===== src/rtl/fgate_pkg.sv =====
package fgate_pkg;
  localparam int CVG_W = 3;
  localparam logic [CVG_W-1:0] CVG_FULL = '1;

  typedef struct packed {
    logic aa_en;
    logic force_bl;
    logic clr_cvg;
    logic z_cmp_en;
    logic a_cmp_en;
    logic img_rd_en;
  } fg_mode_t;
endpackage


===== src/rtl/fgate_reject.sv =====
module fgate_reject
  import fgate_pkg::*;
(
  input  fg_mode_t         mode,
  input  logic             z_pass,
  input  logic             a_pass,
  input  logic [CVG_W-1:0] cvg,
  input  logic             cvg_ovf,
  output logic             keep
);
  logic z_fail, a_fail, cov_empty, cov_fail;

  always_comb begin
    z_fail    = mode.z_cmp_en && !z_pass;
    a_fail    = mode.a_cmp_en && !a_pass;
    cov_empty = (cvg == '0) && !cvg_ovf;
    if (mode.aa_en) cov_fail = cov_empty;
    else            cov_fail = !cvg[0];
    keep = !(z_fail || a_fail || cov_fail);
  end
endmodule


===== src/rtl/fgate_blend.sv =====
module fgate_blend
  import fgate_pkg::*;
#(
  parameter int CW    = 32,
  parameter int AIN_W = 8,
  parameter int AOUT_W = 5
) (
  input  fg_mode_t          mode,
  input  logic              edge_px,
  input  logic              cvg_ovf,
  input  logic [CW-1:0]     comb_color,
  input  logic [CW-1:0]     mem_color,
  input  logic [CVG_W-1:0]  mem_cvg,
  input  logic [AIN_W-1:0]  alpha_in,
  output logic              blend_en,
  output logic              no_div,
  output logic [CW-1:0]     color,
  output logic [CVG_W-1:0]  mem_cvg_o,
  output logic [AOUT_W-1:0] alpha_o
);
  logic          take_mem;
  logic [CW-1:0] mem_src;

  always_comb begin
    mem_src   = mode.img_rd_en ? mem_color : '0;
    mem_cvg_o = mode.img_rd_en ? mem_cvg : CVG_FULL;
    take_mem  = mode.clr_cvg && cvg_ovf;
    blend_en  = !take_mem && (mode.force_bl || (mode.aa_en && edge_px));
    no_div    = blend_en && mode.force_bl;
    color     = take_mem ? mem_src : comb_color;
  end

  generate
    if (AOUT_W >= AIN_W) begin : g_alpha_pad
      assign alpha_o = {alpha_in, {(AOUT_W - AIN_W){1'b0}}};
    end else begin : g_alpha_trunc
      assign alpha_o = alpha_in[AIN_W-1 -: AOUT_W];
    end
  endgenerate
endmodule


===== src/rtl/fgate_stage.sv =====
module fgate_stage #(
  parameter int W = 8
) (
  input  logic         clk,
  input  logic         rst_n,
  input  logic         s_valid,
  output logic         s_ready,
  input  logic [W-1:0] s_data,
  output logic         m_valid,
  input  logic         m_ready,
  output logic [W-1:0] m_data
);
  logic         vld_q;
  logic [W-1:0] dat_q;

  assign s_ready = !vld_q || m_ready;
  assign m_valid = vld_q;
  assign m_data  = dat_q;

  always_ff @(posedge clk) begin
    if (!rst_n) begin
      vld_q <= 1'b0;
      dat_q <= '0;
    end else if (s_ready) begin
      vld_q <= s_valid;
      if (s_valid) dat_q <= s_data;
    end
  end
endmodule


===== src/rtl/frag_gate.sv =====
module frag_gate
  import fgate_pkg::*;
#(
  parameter int CW     = 32,
  parameter int AIN_W  = 8,
  parameter int AOUT_W = 5
) (
  input  logic              clk,
  input  logic              rst_n,
  input  logic              in_valid,
  output logic              in_ready,
  input  logic              in_z_pass,
  input  logic              in_a_pass,
  input  logic [2:0]        in_cvg,
  input  logic              in_cvg_ovf,
  input  logic              in_edge,
  input  logic [CW-1:0]     in_comb_color,
  input  logic [CW-1:0]     in_mem_color,
  input  logic [2:0]        in_mem_cvg,
  input  logic [AIN_W-1:0]  in_blend_alpha,
  input  logic              mode_aa_en,
  input  logic              mode_force_bl,
  input  logic              mode_clr_cvg,
  input  logic              mode_z_cmp_en,
  input  logic              mode_a_cmp_en,
  input  logic              mode_img_rd_en,
  output logic              out_valid,
  input  logic              out_ready,
  output logic              out_wr,
  output logic              out_blend_en,
  output logic              out_no_div,
  output logic [CW-1:0]     out_color,
  output logic [2:0]        out_mem_cvg,
  output logic [AOUT_W-1:0] out_blend_alpha
);
  localparam int PW = 3 + CW + CVG_W + AOUT_W;

  fg_mode_t          mode;
  logic              keep, blend_en, no_div;
  logic [CW-1:0]     color;
  logic [CVG_W-1:0]  mem_cvg;
  logic [AOUT_W-1:0] alpha;
  logic [PW-1:0]     pay_in, pay_out;
  logic              wr_q;

  assign mode = '{aa_en: mode_aa_en, force_bl: mode_force_bl, clr_cvg: mode_clr_cvg,
                  z_cmp_en: mode_z_cmp_en, a_cmp_en: mode_a_cmp_en,
                  img_rd_en: mode_img_rd_en};

  fgate_reject u_reject (
    .mode    (mode),
    .z_pass  (in_z_pass),
    .a_pass  (in_a_pass),
    .cvg     (in_cvg),
    .cvg_ovf (in_cvg_ovf),
    .keep    (keep)
  );

  fgate_blend #(.CW(CW), .AIN_W(AIN_W), .AOUT_W(AOUT_W)) u_blend (
    .mode       (mode),
    .edge_px    (in_edge),
    .cvg_ovf    (in_cvg_ovf),
    .comb_color (in_comb_color),
    .mem_color  (in_mem_color),
    .mem_cvg    (in_mem_cvg),
    .alpha_in   (in_blend_alpha),
    .blend_en   (blend_en),
    .no_div     (no_div),
    .color      (color),
    .mem_cvg_o  (mem_cvg),
    .alpha_o    (alpha)
  );

  assign pay_in = {keep, blend_en, no_div, color, mem_cvg, alpha};

  fgate_stage #(.W(PW)) u_stage (
    .clk     (clk),
    .rst_n   (rst_n),
    .s_valid (in_valid),
    .s_ready (in_ready),
    .s_data  (pay_in),
    .m_valid (out_valid),
    .m_ready (out_ready),
    .m_data  (pay_out)
  );

  assign {wr_q, out_blend_en, out_no_div, out_color, out_mem_cvg, out_blend_alpha} = pay_out;
  assign out_wr = wr_q && out_valid;
endmodule


===== config.mk =====
export PLATFORM = sky130hd
export DESIGN_NAME = frag_gate
export DESIGN_NICKNAME = d
export VERILOG_FILES = /design/src/rtl/fgate_pkg.sv /design/src/rtl/fgate_reject.sv /design/src/rtl/fgate_blend.sv /design/src/rtl/fgate_stage.sv /design/src/rtl/frag_gate.sv
export SDC_FILE = /design/constraint.sdc
export NUM_CORES = 1
export LEC_CHECK = 0
export ABC_AREA = 1
export BUFFER_PORTS_ARGS = -buffer_cell sky130_fd_sc_hd__buf_4
export CORE_UTILIZATION = 50
export DETAILED_ROUTE_END_ITERATION = 16
export PLACE_DENSITY = 0.86
export SLEW_MARGIN = 20
export SYNTH_ARGS = -nofsm -noshare
export SYNTH_HDL_FRONTEND = slang
export SYNTH_HIERARCHICAL = 1
export SYNTH_SLANG_ARGS = --single-unit
export TNS_END_PERCENT = 20

===== constraint.sdc =====
create_clock -name clk -period 1.67 [get_ports clk]
set_input_delay 0.0835 -clock clk [delete_from_list [all_inputs] [get_ports clk]]
set_output_delay 0.0835 -clock clk [all_outputs]
set_load 0.05 [all_outputs]

* After elaboration in Yosys (flattened, before gate mapping)
Index checks and enable logic that the tools add are counted. Widths: inputs -> output; s select.
Word-level totals: flip-flop bits (word level) 44, input port bits 92, output and inout port bits 45
Cells by class: mux-type cells 4, reduce and logical (&&, ||, !) cells 21
Operators by type and width (number):
- $mux 32 | 2
- $logic_and 1x1->1 | 8
- $logic_not 1->1 | 7
- $logic_or 1x1->1 | 4
- $logic_not 3->1 | 1
- $mux 3 | 1
- $reduce_and 2->1 | 1
- $mux 1 | 1

* Logic depth before layout (Yosys ltp)
word-level depth 5, gate-level depth with buffers 9, depth with buffers taken out 8

* Hierarchy
Netlist, hierarchy kept.
Modules (own cells, without submodules):
- fgate_stage | instances 1, cells an instance 287, area an instance 2118.3 um2
- fgate_blend | instances 1, cells an instance 124, area an instance 663.1 um2
- fgate_reject | instances 1, cells an instance 10, area an instance 43.8 um2
- frag_gate | instances 1, cells an instance 2, area an instance 7.5 um2

* Least setup slack after synthesis
No wires, ideal clock.
path kind register -> register, from register u_stage.vld_q, in the netlist u_stage/m_valid, to register u_stage.dat_q[21], in the netlist u_stage/m_data[21], arrival time 1236 ps, data required time 1555 ps, path slack 319 ps, cell stages (with the launch flop) 6, period minus slack after synthesis 1351 ps, cells stage by stage dfxtp_1 nand2_4 buf_6 buf_6 a21oi_2 nor2_1
On the way: word-level cells in the longest chain between the ends 3
Ends and longest elaborated chain:
- start, declared | line fgate_stage.sv:13 | logic vld_q;
- start signal, assigned | line fgate_stage.sv:25 | vld_q <= s_valid;
- $logic_not 1->1 | line fgate_stage.sv:16 | assign s_ready = !vld_q || m_ready;
- $logic_or 1x1->1 | line fgate_stage.sv:16
- $reduce_and 2->1 (no source line)
- end signal, assigned | line fgate_stage.sv:26 | if (s_valid) dat_q <= s_data;
- end, declared | line fgate_stage.sv:14 | logic [W-1:0] dat_q;
No other way between the ends. A chain may end at the register's enable or synchronous reset.

* Worst setup path after layout
from register u_stage.vld_q, in the netlist u_stage/m_valid, to output in_ready
On the way: word-level cells in the longest chain between the ends 2
Ends and longest elaborated chain:
- $logic_not 1->1 | line fgate_stage.sv:16
- $logic_or 1x1->1 | line fgate_stage.sv:16
- end, declared | line frag_gate.sv:11 | output logic in_ready,
No other way between the ends.

==> run_results.csv <==
group,metric,value,unit
worst_setup_path,start_kind,"flop",
pwr,powerDensity,767,nW/µm²
min_path,hold_class,"input pin to flop",
logic_synthesis,yosys_warnings,6,
logic_synthesis,yosys.area.top_type_share,31.1,%
clocking,cts_hold_buf,0,
pwr,power_frac_clock,23.2,%
global_route,grt_pass1_vias,2541,
pwr,p_leak,2.04,nW
pwr,power_frac_comb,35.7,%
timing,fmax,0.762,GHz
logic_synthesis,synthTopCellsByArea,"dfxtp_1 31%, nand2_1 15%, a21oi_2 9.9%",
timing,finalSetupViolCount,0,
timing,skew,0.00560,ns
worst_setup_path,worst_setup_path_end_kind,"primary output",
pwr,p_sw_share,35.0,%
clocking,cts_tree,"yes",
worst_setup_path,crit_type,"flop to primary output",
timing,tns,0,ns
routing,ant_nets,0,
global_route,grtUsageTotal,21.7,%
final_layout,antenna_cells,0,
floorplan,die_h,77.3,µm
worst_setup_path,crit_arrival,1.23,ns
logic_synthesis,yosysTopAreaCell,"dfxtp_1",
timing,final-hold-violation-count,0,
logic_synthesis,syn-num-nets,515,
global_route,antenna_found_initial,0,
timing,worst_hold_slack,0.111,ns
worst_setup_path,required,1.59,ns
clocking,cts_made_buffers,5,
clocking,htreeDepth,2,
final_layout,drive_gt1_share,37.0,%
logic_synthesis,synthCells,423,
timing,tightest_slew,0.447,ns
routing,routedWlPerCell,10.7,µm
routing,via_per_inst,4.76,
min_path,hold_path_depth,5,
clocking,cts_root_buf,"clkbuf_8",
floorplan,core,5470,µm²
final_layout,mostFrequentLayoutCells,"135 x buf_4, 115 x nand2_1, 53 x inv_1",
worst_setup_path,critPathMaxFanout,43,
routing,drt-total-wl,6420,µm
flow_run,maxCapViolCount,0,
placement,dp_hpwl,4670,µm
timing,finalCritPeriodShare,78.6,%
clocking,clk_latency,0.29,ns
clocking,ctsResizeCount,0,
placement,gp_congestion,0.721,
clocking,cts.sinks,44,
floorplan,rows,27,
clocking,clkSlewWorstSetupHoldPaths,0.08,ns
timing,rsz0062_at_grt,"false",
pwr,peakVddDrop,0.000382,V
routing,drt-initial-drc-count,111,
placement,portBuffers,133,
timing,maxSlewHeadroom,70.2,%
final_layout,area_growth_syn_to_layout,33.0,%
logic_synthesis,synth.distinct_cells,19,
logic_synthesis,synth_seq_area_share,31.1,%
logic_synthesis,synth_area_per_cell,6.70,µm²
final_layout,nets,621,
global_route,gr-total-overflow,0,
logic_synthesis,synth-seq-cells,44,
floorplan,fp.dieW,77.3,µm
pwr,p_int,0.00188,W
floorplan,die-area,5970,µm²
pwr,pwr-share-seq,41.1,%
floorplan,ios,137,
logic_synthesis,syn_area,2830,µm²
clocking,post-cts-setup-buffers,0,
routing,num_vias,2865,
outcome,status,"finished clean",
global_route,grt_max_degree,46,
timing,drv_slew,0,
routing,first_pass_iters,5,
final_layout,final_common_cell,"buf_4",
clocking,cts_buffer_depth,2,
pwr,power.switching,0.00101,W
worst_setup_path,r2r_cells,5,
global_route,grt_pass1_wl,10700,µm
routing,drc,0,
timing,min_period,1.31,ns
floorplan,start_util,51.8,%
power by group through the flow:
stage	combinational, W	clock, W	sequential, W
after floorplan	0.000447	0	0.00149
after global placement	0.00102	0	0.00121
after detailed placement	0.00104	0	0.00121
after CTS	0.00104	0.000696	0.00119
after global routing	0.00112	0.000736	0.00120
final	0.00103	0.000671	0.00119
cells in the mapped netlist, drive strengths merged:
master and instances:
a21boi 1, a21oi 45, clkbuf 2, nand3 43, inv 55, nor2 45
buf 38, dfxtp 44, o21ai 33, nand2 117
cells by family after synthesis:
logic type             synth area share [%]
AOI/OAI and AO/OA                      20.3
buffers and inverters                  19.3
DFF                                    31.1
and+or+nand+nor                        29.3
registers in the layout, indices dropped and copies added (netlist names):
register and cells:
u_stage/m_valid 1, u_stage/m_data 43
path summary, 6_finish.rpt:
| check | from | end | slack (ns) |
|---|---|---|---|
| worst max-delay path | u_stage/m_valid | in_ready | 0.36 |
| worst min-delay path | in_blend_alpha[4] | u_stage/m_data[1] | 0.11 |
| worst min register to register | u_stage/m_data[7] | u_stage/m_data[7] | 0.49 |
| worst max register to register | u_stage/m_valid | u_stage/m_data[32] | 0.63 |
stage by stage:
| stage | util (%) | power (W) | instance area, µm² | worst slack [ns] | std cells |
|---|---|---|---|---|---|
| 2_1_floorplan | - | 0.00194 | 2830 | 0.319 | 423 |
| 3_3_place_gp | 67.2 | 0.00222 | 3680 | 0.501 | 594 |
| 3_5_place_dp | 67.2 | 0.00225 | 3680 | 0.435 | 594 |
| 4_1_cts | 68.9 | 0.00292 | 3770 | 0.347 | 602 |
| 5_1_grt | 68.9 | 0.00306 | 3770 | 0.294 | 602 |
| 6_report | 68.9 | 0.00289 | 3770 | 0.358 | 602 |
metal layers:
metal	track usage [%]	part of all wire [%]
met3	5.83	7.1
met5	0	0
met4	4.34	0.51
met2	40.8	50
met1	24.1	42
layout make-up:
cell class	count	area, µm²
Inverter	55	206
Sequential cell	44	881
Tap cell	72	90.1
Multi-Input combinational cell	284	1410
Fill cell	487	1700
Timing Repair Buffer	139	1090
Clock buffer	8	90.1
critical path: stages (launching register included):
cell	delay (ns)
dfxtp_1	0.35
nand2_4	0.11
buf_12	0.23
buf_4	0.24
(Power assumes the default switching activity.)
